===== src/rtl/lifo_pkg.sv =====
package lifo_pkg;

    typedef enum logic [1:0] {
        OP_IDLE  = 2'b00,
        OP_POP   = 2'b01,
        OP_PUSH  = 2'b10,
        OP_CLASH = 2'b11
    } lifo_op_e;

    typedef struct packed {
        logic full;
        logic empty;
        logic err;
    } lifo_flags_t;

endpackage


===== src/rtl/lifo_ctrl.sv =====
module lifo_ctrl
    import lifo_pkg::*;
#(
    parameter int PTR_W = 6
) (
    input  logic             clk,
    input  logic             rst_n,
    input  logic             push_i,
    input  logic             pop_i,
    output logic             wr_en_o,
    output logic [PTR_W-1:0] wr_addr_o,
    output logic             rd_en_o,
    output logic [PTR_W-1:0] rd_addr_o,
    output logic [PTR_W-1:0] sp_o,
    output logic             full_o,
    output logic             empty_o,
    output logic             err_o
);

    localparam logic [PTR_W-1:0] PTR_ONE  = PTR_W'(1);
    localparam logic [PTR_W-1:0] PTR_ZERO = '0;

    typedef struct packed {
        logic [PTR_W-1:0] sp;
        lifo_flags_t      fl;
    } ctrl_state_t;

    ctrl_state_t st_d, st_q;
    lifo_op_e    op;
    logic [PTR_W-1:0] sp_up, sp_dn;

    assign op    = lifo_op_e'({push_i, pop_i});
    assign sp_up = st_q.sp + PTR_ONE;
    assign sp_dn = st_q.sp - PTR_ONE;

    always_comb begin
        st_d        = st_q;
        st_d.fl.err = 1'b0;
        wr_en_o     = 1'b0;
        rd_en_o     = 1'b0;
        wr_addr_o   = sp_up;
        rd_addr_o   = st_q.sp;
        unique case (op)
            OP_PUSH: begin
                if (st_q.fl.full) begin
                    st_d.fl.err = 1'b1;
                end else begin
                    wr_en_o       = 1'b1;
                    st_d.sp       = sp_up;
                    st_d.fl.full  = (sp_up == PTR_ZERO);
                    st_d.fl.empty = 1'b0;
                end
            end
            OP_POP: begin
                if (st_q.fl.empty) begin
                    st_d.fl.err = 1'b1;
                end else begin
                    rd_en_o       = 1'b1;
                    st_d.sp       = sp_dn;
                    st_d.fl.empty = (sp_dn == PTR_ZERO);
                    st_d.fl.full  = 1'b0;
                end
            end
            OP_CLASH: st_d.fl.err = 1'b1;
            default:  ;
        endcase
    end

    always_ff @(posedge clk or negedge rst_n) begin
        if (!rst_n) begin
            st_q.sp       <= PTR_ZERO;
            st_q.fl.full  <= 1'b0;
            st_q.fl.empty <= 1'b1;
            st_q.fl.err   <= 1'b0;
        end else begin
            st_q <= st_d;
        end
    end

    assign sp_o    = st_q.sp;
    assign full_o  = st_q.fl.full;
    assign empty_o = st_q.fl.empty;
    assign err_o   = st_q.fl.err;

    a_r2_push_advances: assert property (@(posedge clk) disable iff (!rst_n)
        (push_i && !pop_i && !st_q.fl.full) |=> (st_q.sp == $past(st_q.sp) + PTR_ONE));

    a_r4_pop_retreats: assert property (@(posedge clk) disable iff (!rst_n)
        (pop_i && !push_i && !st_q.fl.empty) |=> (st_q.sp == $past(st_q.sp) - PTR_ONE));

    a_r3_full_at_zero: assert property (@(posedge clk) disable iff (!rst_n)
        st_q.fl.full |-> (st_q.sp == PTR_ZERO));

    a_r5_empty_at_zero: assert property (@(posedge clk) disable iff (!rst_n)
        st_q.fl.empty |-> (st_q.sp == PTR_ZERO && !st_q.fl.full));

    a_r7_err_freezes: assert property (@(posedge clk) disable iff (!rst_n)
        st_q.fl.err |-> ($stable(st_q.sp) && $stable(st_q.fl.full) && $stable(st_q.fl.empty)));

    a_r9_clash_flagged: assert property (@(posedge clk) disable iff (!rst_n)
        (push_i && pop_i) |=> st_q.fl.err);

    a_r10_err_quiet: assert property (@(posedge clk) disable iff (!rst_n)
        (!push_i && !pop_i) |=> !st_q.fl.err);

endmodule


===== src/rtl/lifo_regfile.sv =====
module lifo_regfile #(
    parameter int PTR_W  = 6,
    parameter int DATA_W = 8
) (
    input  logic              clk,
    input  logic              wr_en_i,
    input  logic [PTR_W-1:0]  wr_addr_i,
    input  logic [DATA_W-1:0] wr_data_i,
    input  logic [PTR_W-1:0]  rd_addr_i,
    output logic [DATA_W-1:0] rd_data_o
);

    localparam int DEPTH = 1 << PTR_W;

    logic [DATA_W-1:0] word_q [DEPTH];

    for (genvar g = 0; g < DEPTH; g++) begin : g_slot
        logic hit;
        assign hit = wr_en_i && (wr_addr_i == PTR_W'(g));
        always_ff @(posedge clk) begin
            if (hit) begin
                word_q[g] <= wr_data_i;
            end
        end
    end

    assign rd_data_o = word_q[rd_addr_i];

endmodule


===== src/rtl/lifo_reg_stack.sv =====
module lifo_reg_stack #(
    parameter int PTR_W  = 6,
    parameter int DATA_W = 8
) (
    input  logic              clk,
    input  logic              rst_n,
    input  logic              push_i,
    input  logic              pop_i,
    input  logic [DATA_W-1:0] wr_data_i,
    output logic [DATA_W-1:0] rd_data_o,
    output logic              full_o,
    output logic              empty_o,
    output logic              err_o,
    output logic [PTR_W-1:0]  sp_o
);

    logic              wr_en, rd_en;
    logic [PTR_W-1:0]  wr_addr, rd_addr;
    logic [DATA_W-1:0] rf_rdata;
    logic [DATA_W-1:0] rd_data_d, rd_data_q;

    lifo_ctrl #(.PTR_W(PTR_W)) ctrl_i (
        .clk       (clk),
        .rst_n     (rst_n),
        .push_i    (push_i),
        .pop_i     (pop_i),
        .wr_en_o   (wr_en),
        .wr_addr_o (wr_addr),
        .rd_en_o   (rd_en),
        .rd_addr_o (rd_addr),
        .sp_o      (sp_o),
        .full_o    (full_o),
        .empty_o   (empty_o),
        .err_o     (err_o)
    );

    lifo_regfile #(.PTR_W(PTR_W), .DATA_W(DATA_W)) rf_i (
        .clk       (clk),
        .wr_en_i   (wr_en),
        .wr_addr_i (wr_addr),
        .wr_data_i (wr_data_i),
        .rd_addr_i (rd_addr),
        .rd_data_o (rf_rdata)
    );

    always_comb begin
        rd_data_d = rd_en ? rf_rdata : rd_data_q;
    end

    always_ff @(posedge clk or negedge rst_n) begin
        if (!rst_n) begin
            rd_data_q <= '0;
        end else begin
            rd_data_q <= rd_data_d;
        end
    end

    assign rd_data_o = rd_data_q;

    a_r8_rd_holds: assert property (@(posedge clk) disable iff (!rst_n)
        !(pop_i && !push_i) |=> $stable(rd_data_q));

    a_r5_flags_exclusive: assert property (@(posedge clk) disable iff (!rst_n)
        !(full_o && empty_o));

endmodule


===== config.mk =====
export PLATFORM = sky130hd
export DESIGN_NAME = lifo_reg_stack
export DESIGN_NICKNAME = d
export VERILOG_FILES = /design/src/rtl/lifo_pkg.sv /design/src/rtl/lifo_ctrl.sv /design/src/rtl/lifo_regfile.sv /design/src/rtl/lifo_reg_stack.sv
export SDC_FILE = /design/constraint.sdc
export NUM_CORES = 1
export LEC_CHECK = 0
export ABC_CLOCK_PERIOD_IN_PS = 3810
export BUFFER_PORTS_ARGS = -buffer_cell sky130_fd_sc_hd__buf_2
export CORE_MARGIN = 2
export CORE_UTILIZATION = 39
export CTS_BUF_LIST = sky130_fd_sc_hd__clkbuf_16
export CTS_CLUSTER_DIAMETER = 30
export DETAILED_ROUTE_END_ITERATION = 7
export PLACE_DENSITY = 0.59
export SLEW_MARGIN = 20
export SYNTH_ARGS = -nofsm -noshare
export SYNTH_HDL_FRONTEND = slang
export SYNTH_SLANG_ARGS = --single-unit

===== constraint.sdc =====
create_clock -name clk -period 3.81 [get_ports clk]
set_clock_uncertainty 0.1 [all_clocks]
set_input_delay 0.5715 -clock clk [delete_from_list [all_inputs] [get_ports clk]]
set_output_delay 0.5715 -clock clk [all_outputs]
set_load 0.005 [all_outputs]

**After elaboration in Yosys (flattened, before gate mapping)**

Memory sizes are Yosys's and may differ from the RTL's. A register that Yosys moved wholly into a read port is not among the register bits.
Cells that the tools add are included.

- Bits in registers: 9
- RAM bits: 512
- Input bits: 12
- Output and inout bits: 17
- Word-level logic and storage cells: 536
- Memories: 1

- $add $sub $neg: 2
- Eq/ne operators: 68
- Muxes and demuxes: 327
- Reductions and logical operators: 134

Memories:

| memory | depth | width | read ports | clocked after memory_dff | wr ports | line | source |
|---|---|---|---|---|---|---|---|
| rf_i.word_q | 64 | 8 | 1 | 1 | 1 | lifo_regfile.sv:15 | `logic [DATA_W-1:0] word_q [DEPTH];` |

Operators by type and width:

| kind | number |
|---|---|
| $mux 8 | 65 |
| $reduce_or 8->1 | 63 |
| $mux 6 | 63 |
| $mux 1 | 197 |
| $eq 6x6->1 const B | 32 |
| $eq 6x5->1 const B | 16 |
| $logic_and 1x1->1 | 64 |
| $eq 6x4->1 const B | 8 |
| $eq 6x3->1 const B | 4 |
| $pmux 8 s2 | 1 |
| $eq 6x2->1 const B | 2 |
| $logic_not 6->1 | 2 |
| $add 6x1->6 const B | 1 |
| $eq 6x1->1 const B | 1 |
| $sub 6x1->6 const B | 1 |
| $eq 2x2->1 const B | 2 |
| $ne 2x2->1 const B | 2 |
| $reduce_and 2->1 | 2 |
| $pmux 1 s3 | 1 |
| $reduce_and 3->1 | 1 |
| $eq 2x1->1 const B | 1 |
| $reduce_bool 2->1 | 1 |
| $logic_not 1->1 | 1 |

**Longest topological paths before layout**

Gate-level depths: netlist of the first run.

- Depth in word-level cells: 69
- Mapped depth: 10
- Gate-level depth less buffers: 7

**Hierarchy**

Synthesis of the first run repeated with hierarchy kept, for this count alone.

- Cells, all modules: 995
- Area total of the unflattened synthesis: 20955.1 um^2

Modules (own cells, without submodules):

| module | times used | cells each | area each (um^2) | seq. area each (um^2) |
|---|---|---|---|---|
| lifo_regfile | 1 | 905 | 19977.9 | 15374.7 |
| lifo_ctrl | 1 | 73 | 645.6 | 226.5 |
| lifo_reg_stack | 1 | 17 | 331.6 | 200.2 |

**Worst setup path after synthesis of the first run**

OpenSTA, ideal clock, no wires.

- Path type: register to register
- Start: register ctrl_i.st_q, in the netlist ctrl_i.rd_addr_o[0]
- End: memory rf_i.word_q[0][0] (enable)
- Setup time: 0.370 ns
- Arrival time: 2.221 ns
- Required time: 3.340 ns
- Setup slack: 1.119 ns
- Stages on the path, launching flop included: 10
- Path buffers: 4
- Period minus slack after synthesis: 2.691 ns
- Path through: dfrtp_1 buf_6 buf_4 buf_4 buf_4 a21boi_0 a21oi_1 o22ai_1 nand2_1 nor2_1

- Elaborated cells on any way between the ends: 446
- Classes of those cells: add/sub (1); eq/ne (63); mux (254); reduce/logical (128)

RTL lines:

| what | line | source |
|---|---|---|
| from (decl) | lifo_ctrl.sv:28 | `ctrl_state_t st_d, st_q;` |
| from (signal assigned) | lifo_ctrl.sv:76 | `st_q <= st_d;` |
| $add 6x1->6 | lifo_ctrl.sv:33 | `assign sp_up = st_q.sp + PTR_ONE;` |
| $logic_not 6->1 | lifo_regfile.sv:19 | `assign hit = wr_en_i && (wr_addr_i == PTR_W'(g));` |
| $logic_and 1x1->1 | lifo_regfile.sv:19 |  |
| via rf_i.g_slot[0].hit | lifo_regfile.sv:18 | `logic hit;` |
| $mux 1 | lifo_regfile.sv:21 | `if (hit) begin` |
| $mux 1 (implied by the code) | lifo_regfile.sv:22 | `word_q[g] <= wr_data_i;` |
| $mux 1 (no source line) (63 in a row) | -- |  |
| to (decl) | lifo_regfile.sv:15 |  |

The timed path passes the listed nets, and every way through them passes these cells.

**Worst setup path after layout of the first run**

- Start: register ctrl_i.st_q, in the netlist ctrl_i.rd_addr_o[0]
- End: memory rf_i.word_q[54][4] (enable)

- Elaborated cells on any way between the ends: 446
- Classes of those cells: add/sub (1); eq/ne (63); mux (254); reduce/logical (128)

RTL lines:

| what | line |
|---|---|
| $add 6x1->6 * | lifo_ctrl.sv:33 |
| $eq 6x6->1 * | lifo_regfile.sv:19 |
| $logic_and 1x1->1 * | lifo_regfile.sv:19 |
| via rf_i.g_slot[54].hit | lifo_regfile.sv:18 |
| $mux 1 * | lifo_regfile.sv:21 |
| $mux 1 (implied by the code) * | lifo_regfile.sv:22 |
| $reduce_or 8->1 (no source line) | -- |
| $mux 6 (no source line) / $mux 1 (equally long branches) (10 in a row) | -- |

Mark *: on every way through the listed nets, which the timed path passes. The rest lies on a longest branch.

==> metrics.cfg, run 1 <==
[run_status]
status = completed

[timing]
finalSetupViolations = 0
hold_violations = 0
slew_headroom_pct = 29.02
fin_crit_sh_pct = 80.96
rsz0062_at_grt = no
worst_pin_slew_ns = 1.065
fmax_ghz = 0.3242
tns_ns = 0
period_minus_slack_ns = 3.085
worst_slack_ns = 0.7254
drv_slew = 0

[clock_network]
cts.sinks = 529
clk_pin_slew_ns = 0.06
cts-root-buf = clkbuf_16
insertion_delay_ns = 0.64
cts_buffer_depth = 3
numCtsBuffers = 101
htree_levels = 3
cts_tree = yes
postCtsSetupRepairBufs = 0

[critical_path]
max_stage_delay_ns = 0.74
rrSetupSlack_ns = 0.73
cp-endpoint = rf_i.word_q[54][4]
critPathKind = register to register
cp.required_ns = 4.03
cp_slowest_cell = dfrtp_4
end_kind = register
path_max_fanout = 24
worstPathCellList = ha_1 > nand3_1 > xnor2_1 > nor2b_1 > nand2_1 > nor2_1 > buf_4
critPathArrivalTime_ns = 3.31
startpoint = ctrl_i.rd_addr_o[0]
timing.rr.end = rf_i.word_q[54][4]
r2r-start = ctrl_i.rd_addr_o[0]
start_kind = register
reg2reg_depth = 7

[routing]
ant_nets = 0
vias = 10855
wl_mm = 51.35
wl_per_cell_um = 25.94
post-route-drc-count = 0
vias_per_cell = 5.482
dr.pass1.iters = 5
drt-initial-drc-count = 1019

[logic_synthesis]
synthMostInstantiatedCell = edfxtp_1
post-synth-top-area-cell = edfxtp_1
yosysWarnings = 0
ys_ff_latch = 529
yosysSeqAreaShare_pct = 75.52
synth.area.top_cells = edfxtp_1 73%, mux4_2 14%, dfrtp_1 1.9%
yosys.area.top_type_share_pct = 73.48
syn_nets = 1058
synth-main-ff-cell = edfxtp_1
synth_cell_types = 52
synth_area_per_cell_um2 = 20.22
synth-edff-count = 512
syn_area_um2 = 20920
async_reset_ff_share_pct = 3.214
netlist_instances = 1035
synth_common_cells = 512 x edfxtp_1, 128 x mux4_2, 78 x nor2_1

[floorplanning]
start_util_pct = 39.66
die_w_um = 235.6
fp.dieArea_um2 = 55520
fp-row-count = 84
dieHeight_um = 235.6
ioPinCount = 29
coreArea_um2 = 52760

[placed_design]
dp_slack_ns = 0.7880
place_hpwl_mm = 31.01
place.gp.congestion = 0.8302
io_buffer_count = 28

[layout]
fillCellCount = 4294
syn_to_final_growth_pct = 22.94
layout.nets = 1227
layout-drive-gt1-share_pct = 33.31

[min_path]
min_path_type = input pin to register

[job]
max-cap-violations = 0

[pwr]
powerDensity_nw_per_um2 = 763.4
power.leakage_uw = 0.008635
irDropWorstVdd_mv = 0.4357

[global_routing]
grt_pass1_wl_mm = 76.18
grt_start_max_net_pins = 65
grt_usage_pct = 18.80
overflow = 0
grt_pass1_vias = 11291
antenna_found_initial = 0

layout make-up:
| cell class | count | area (um^2) | share of cell area [%] |
|---|---|---|---|
| diodes | 1 | 2.502 | 0.009728 |
| clock buffers | 103 | 2577 | 10.02 |
| clock inverters | 87 | 743.2 | 2.889 |
| inverters | 7 | 26.28 | 0.1021 |
| multi-input cells | 446 | 4820 | 18.74 |
| flip-flops and latches | 529 | 15810 | 61.46 |
| well taps | 688 | 860.8 | 3.346 |
| repair buffers | 119 | 883.3 | 3.434 |
flip-flops by register name, summed over array words and instances (netlist names):
signal / flops
ctrl_i.empty_o: 1
ctrl_i.rd_addr_o: 6
rd_data_o: 8
ctrl_i.err_o: 1
rf_i.word_q: 512
ctrl_i.full_o: 1
how the worst min path moves through the flow:
stage	startpoint	endpoint	slack [ns]	cells after the start
global placement	rd_data_o[6]	rd_data_o[6]	0.42	2
detailed placement	rd_data_o[3]	rd_data_o[3]	0.42	2
CTS	pop_i	ctrl_i.err_o	0.24	4
floorplan	rst_n	ctrl_i.err_o	0.18	0
global route	pop_i	ctrl_i.err_o	0.28	4
finish	pop_i	ctrl_i.err_o	0.28	4
stage by stage:
stage                     instances  hold WS (ns)  power (uW)  instance area, um^2  util [%]
after floorplan                1035        0.1759        9729                20920         -
after detailed placement       1788        0.4182       11300                22390     42.43
after CTS                      1979        0.2415       19790                25720     48.74
after global placement         1788        0.4176       11280                22380     42.42
after global routing           1979        0.2752       20330                25720     48.75
final                          1980        0.2827       19640                25720     48.75
cell families (layout without fill, tap and decap cells):
group	Yosys count	count (layout)	share of synthesized area, %
flops	529	529	75.52
simple gates	168	168	3.373
mux	165	165	15.63
compound gates	98	98	3.211
buf+inv	60	316	1.447
fa+ha+maj	11	11	0.6578
xor+xnor	4	4	0.1675
other cells	0	1	0
repair_timing:
item / in CTS / in global routing
endpoints found under the setup margin: 0 / 0
hold buffers: 1 / 0
endpoints found under the hold margin: 16 / 0
gates resized for setup: 0 / 0
layout by cell type (no fill, tap or decap), types with 3 or more instances in the layout:
cell | netlist | routed
a211oi_1 | 3 | 3
a21o_1 | 3 | 3
a21oi_1 | 17 | 17
a22oi_1 | 18 | 18
a2bb2oi_1 | 4 | 4
a31oi_1 | 7 | 7
a32oi_1 | 4 | 4
and2_1 | 3 | 3
and3_1 | 3 | 3
buf_12 | 0 | 4
buf_2 | 17 | 25
buf_4 | 11 | 89
bufinv_16 | 0 | 8
clkbuf_16 | 0 | 103
clkinv_1 | 1 | 17
clkinv_2 | 0 | 18
clkinv_4 | 0 | 10
clkinvlp_4 | 0 | 7
dfrtp_1 | 16 | 13
edfxtp_1 | 512 | 512
ha_1 | 11 | 11
inv_1 | 4 | 16
inv_6 | 0 | 9
inv_8 | 0 | 5
mux2_2 | 13 | 13
mux2i_1 | 24 | 24
mux4_2 | 128 | 128
nand2_1 | 58 | 58
nand3_1 | 8 | 8
nor2_1 | 78 | 78
nor2b_1 | 8 | 8
nor3_1 | 3 | 3
o21ai_0 | 16 | 16
o22ai_1 | 6 | 6
xnor2_1 | 3 | 3
routing by layer:
layer	up-vias	share of wire (%)	GRT usage, %
li1	4648	-	-
met1	5696	44	26.66
met2	430	47	29.16
met3	81	6.7	4.397
met4	0	2.2	5.424
met5	-	0	0
worst max-delay path, delay by kind of cell (launching register included):
kind / cells / cell delay [ns]
and+or+nand+nor: 4 / 1.04
DFF: 1 / 0.74
adders and majority gates: 1 / 0.45
xor gates and xnor gates: 1 / 0.23
buffers and inverters: 1 / 0.21
power breakdown:
group / internal [uW] / switching (uW)
registers: 6590 / 280
logic: 1870 / 2450
clock network: 5480 / 2970
No activity file was read; power rests on OpenSTA's default activity.
==> run 2, diff against run 1 <==
- ABC_CLOCK_PERIOD_IN_PS: 3810 -> 3100
- clock period: 3.81 -> 3.1 ns (I/O delays scaled with it)
==> metrics.cfg, run 2 (synthesis gave the netlist of run 1 again) <==
[clock_network]
cts-root-buf = clkbuf_16
cts_buffer_depth = 3  ; unchanged
clk_pin_slew_ns = 0.05  ; about the same
htree_levels = 3  ; unchanged
numCtsBuffers = 101  ; unchanged
cts_tree = yes
cts.sinks = 529  ; unchanged
insertion_delay_ns = 0.63  ; about the same

[critical_path]
rrSetupSlack_ns = 0.25  ; -0.47 ns
start_kind = register
startpoint = ctrl_i.rd_addr_o[0]
cp.required_ns = 3.24  ; -0.79 ns
reg2reg_depth = 7  ; unchanged
end_kind = register
critPathArrivalTime_ns = 2.99  ; -0.32 ns
timing.rr.end = rf_i.word_q[53][5]
r2r-start = ctrl_i.rd_addr_o[0]
critPathKind = register to register
cp_slowest_cell = nor2_1
cp_top_family = simple AND/OR/NAND/NOR gates
worstPathCellList = buf_4 > nand3_1 > or3_1 > nand2_1 > nand2_1 > buf_4 > nor2_1
max_stage_delay_ns = 0.76  ; +0.02 ns
path_max_fanout = 16  ; -33%
cp_num_buf_inv = 2  ; +1

[layout]
regMostFlops = rf_i.word_q
seq_area_um2 = 15810  ; unchanged
fillCellCount = 4285  ; -0.21%
mostFrequentLayoutCell = edfxtp_1
mostFrequentLayoutCells = 512 x edfxtp_1, 128 x mux4_2, 102 x clkbuf_16
layout-drive-gt1-share_pct = 34.19  ; +0.88 points
layout.nets = 1227  ; unchanged
largest_reg_flops = 512  ; unchanged
multi_input_area_um2 = 4820  ; unchanged
stdcell_area_um2 = 25920  ; +0.78%
antenna_cells = 0  ; -1
syn_to_final_growth_pct = 23.90

[routing]
vias = 10867  ; +0.11%
vias_per_cell = 5.494  ; +0.21%
wl_mm = 50.47  ; -1.7%
ant_nets = 0  ; unchanged
post-route-drc-count = 0  ; unchanged
drt-initial-drc-count = 1082  ; +6.2%
dr.pass1.iters = 7  ; +2
wl_per_cell_um = 25.52  ; -1.6%

[timing]
tns_ns = 0  ; unchanged
rsz0062_at_grt = no
fin_crit_sh_pct = 91.90  ; +11 points
drv_slew = 0  ; unchanged
hold_violations = 0  ; unchanged
fmax_ghz = 0.3510  ; +8.3%
worst_pin_slew_ns = 0.9761  ; -0.08861 ns
period_minus_slack_ns = 2.849  ; -0.2357 ns
finalSetupViolations = 0  ; unchanged
slew_headroom_pct = 34.68  ; +5.7 points

[job]
max-cap-violations = 0  ; unchanged

[global_routing]
overflow = 0  ; unchanged
grt_usage_pct = 18.48  ; -0.32 points
grt_start_max_net_pins = 65  ; unchanged
grt_pass1_vias = 11146  ; -1.3%
grt_pass1_wl_mm = 74.61  ; -2.1%
antenna_found_initial = 0  ; unchanged

[floorplanning]
ioPinCount = 29  ; unchanged
die_w_um = 235.6  ; unchanged
fp-row-count = 84  ; unchanged
coreArea_um2 = 52760  ; unchanged
dieHeight_um = 235.6  ; unchanged
start_util_pct = 39.66  ; unchanged
fp.dieArea_um2 = 55520  ; unchanged

[min_path]
hold_end = ctrl_i.err_o
min_from = pop_i
min_path_type = input pin to register
holdPathStages = 4  ; unchanged

[pwr]
power.leakage_uw = 0.008645  ; +0.11%
irDropWorstVdd_mv = 0.5090  ; +17%
powerDensity_nw_per_um2 = 957.6  ; +25%

[placed_design]
io_buffer_count = 28  ; unchanged
place_hpwl_mm = 30.88  ; -0.42%
placed_area_um2 = 22450  ; +0.27%
place.gp.congestion = 0.8517  ; +2.6%

[run_status]
status = completed

==> run 2: through the flow <==
stage	setup WS [ns]	std cells	total power [uW]	utilization, %	hold slack, ns
global placement	0.2546	1788	14170	42.54	0.3337
global route	0.1233	1978	25670	49.13	0.1759
finish	0.2511	1978	24820	49.13	0.1595
CTS	0.2448	1978	25030	49.13	0.1269
detailed placement	0.2596	1788	14180	42.54	0.3263
floorplan	0.4086	1035	11960	-	0.06941
==> run 2: area by class of cell <==
class | count | share of cell area [%]
flip-flops and latches | 529 | 60.99
multi-input cells | 446 | 18.59
clock buffers | 102 | 9.846
repair buffers | 119 | 3.630
clock inverters | 87 | 3.523
well taps | 688 | 3.321
inverters | 7 | 0.1014
==> run 2: worst min-delay path, delay by kind of cell <==
kind | cells | cell delay (ns)
adder cells (fa/ha/maj) | 1 | 0.14
buffers and inverters | 2 | 0.20
AO/OA/AOI/OAI | 1 | 0.04
==> run 2: metal layers <==
layer / vias to the layer above / track usage (%) / share of wire, %
li1: 4648 / - / -
met1: 5708 / 26.05 / 43
met2: 435 / 28.82 / 48
met3: 76 / 4.057 / 6.8
met4: 0 / 5.790 / 2.4
met5: - / 0 / 0
==> run 2: power by group <==
part           internal (uW)  switching (uW)
combinational           2500            3280
clock                   7070            3730
sequential              8100             141
==> run 2: how the worst max path moves through the flow <==
stage	slack [ns]	end	depth (start not counted)
final	0.25	rf_i.word_q[53][5]	7
after global routing	0.12	rf_i.word_q[6][7]	6
after CTS	0.24	rd_data_o[6]	8
after detailed placement	0.26	rd_data_o[6]	8
after global placement	0.25	rd_data_o[3]	8
after floorplan	0.41	rf_i.word_q[0][0]	9
==> run 2: timing repair <==
item / 4_1_cts / 5_1_grt
resized for setup: 0 / 0
hold buffers: 1 / 0
hold endpoints to repair: 17 / 0
buffers inserted: 0 / 0
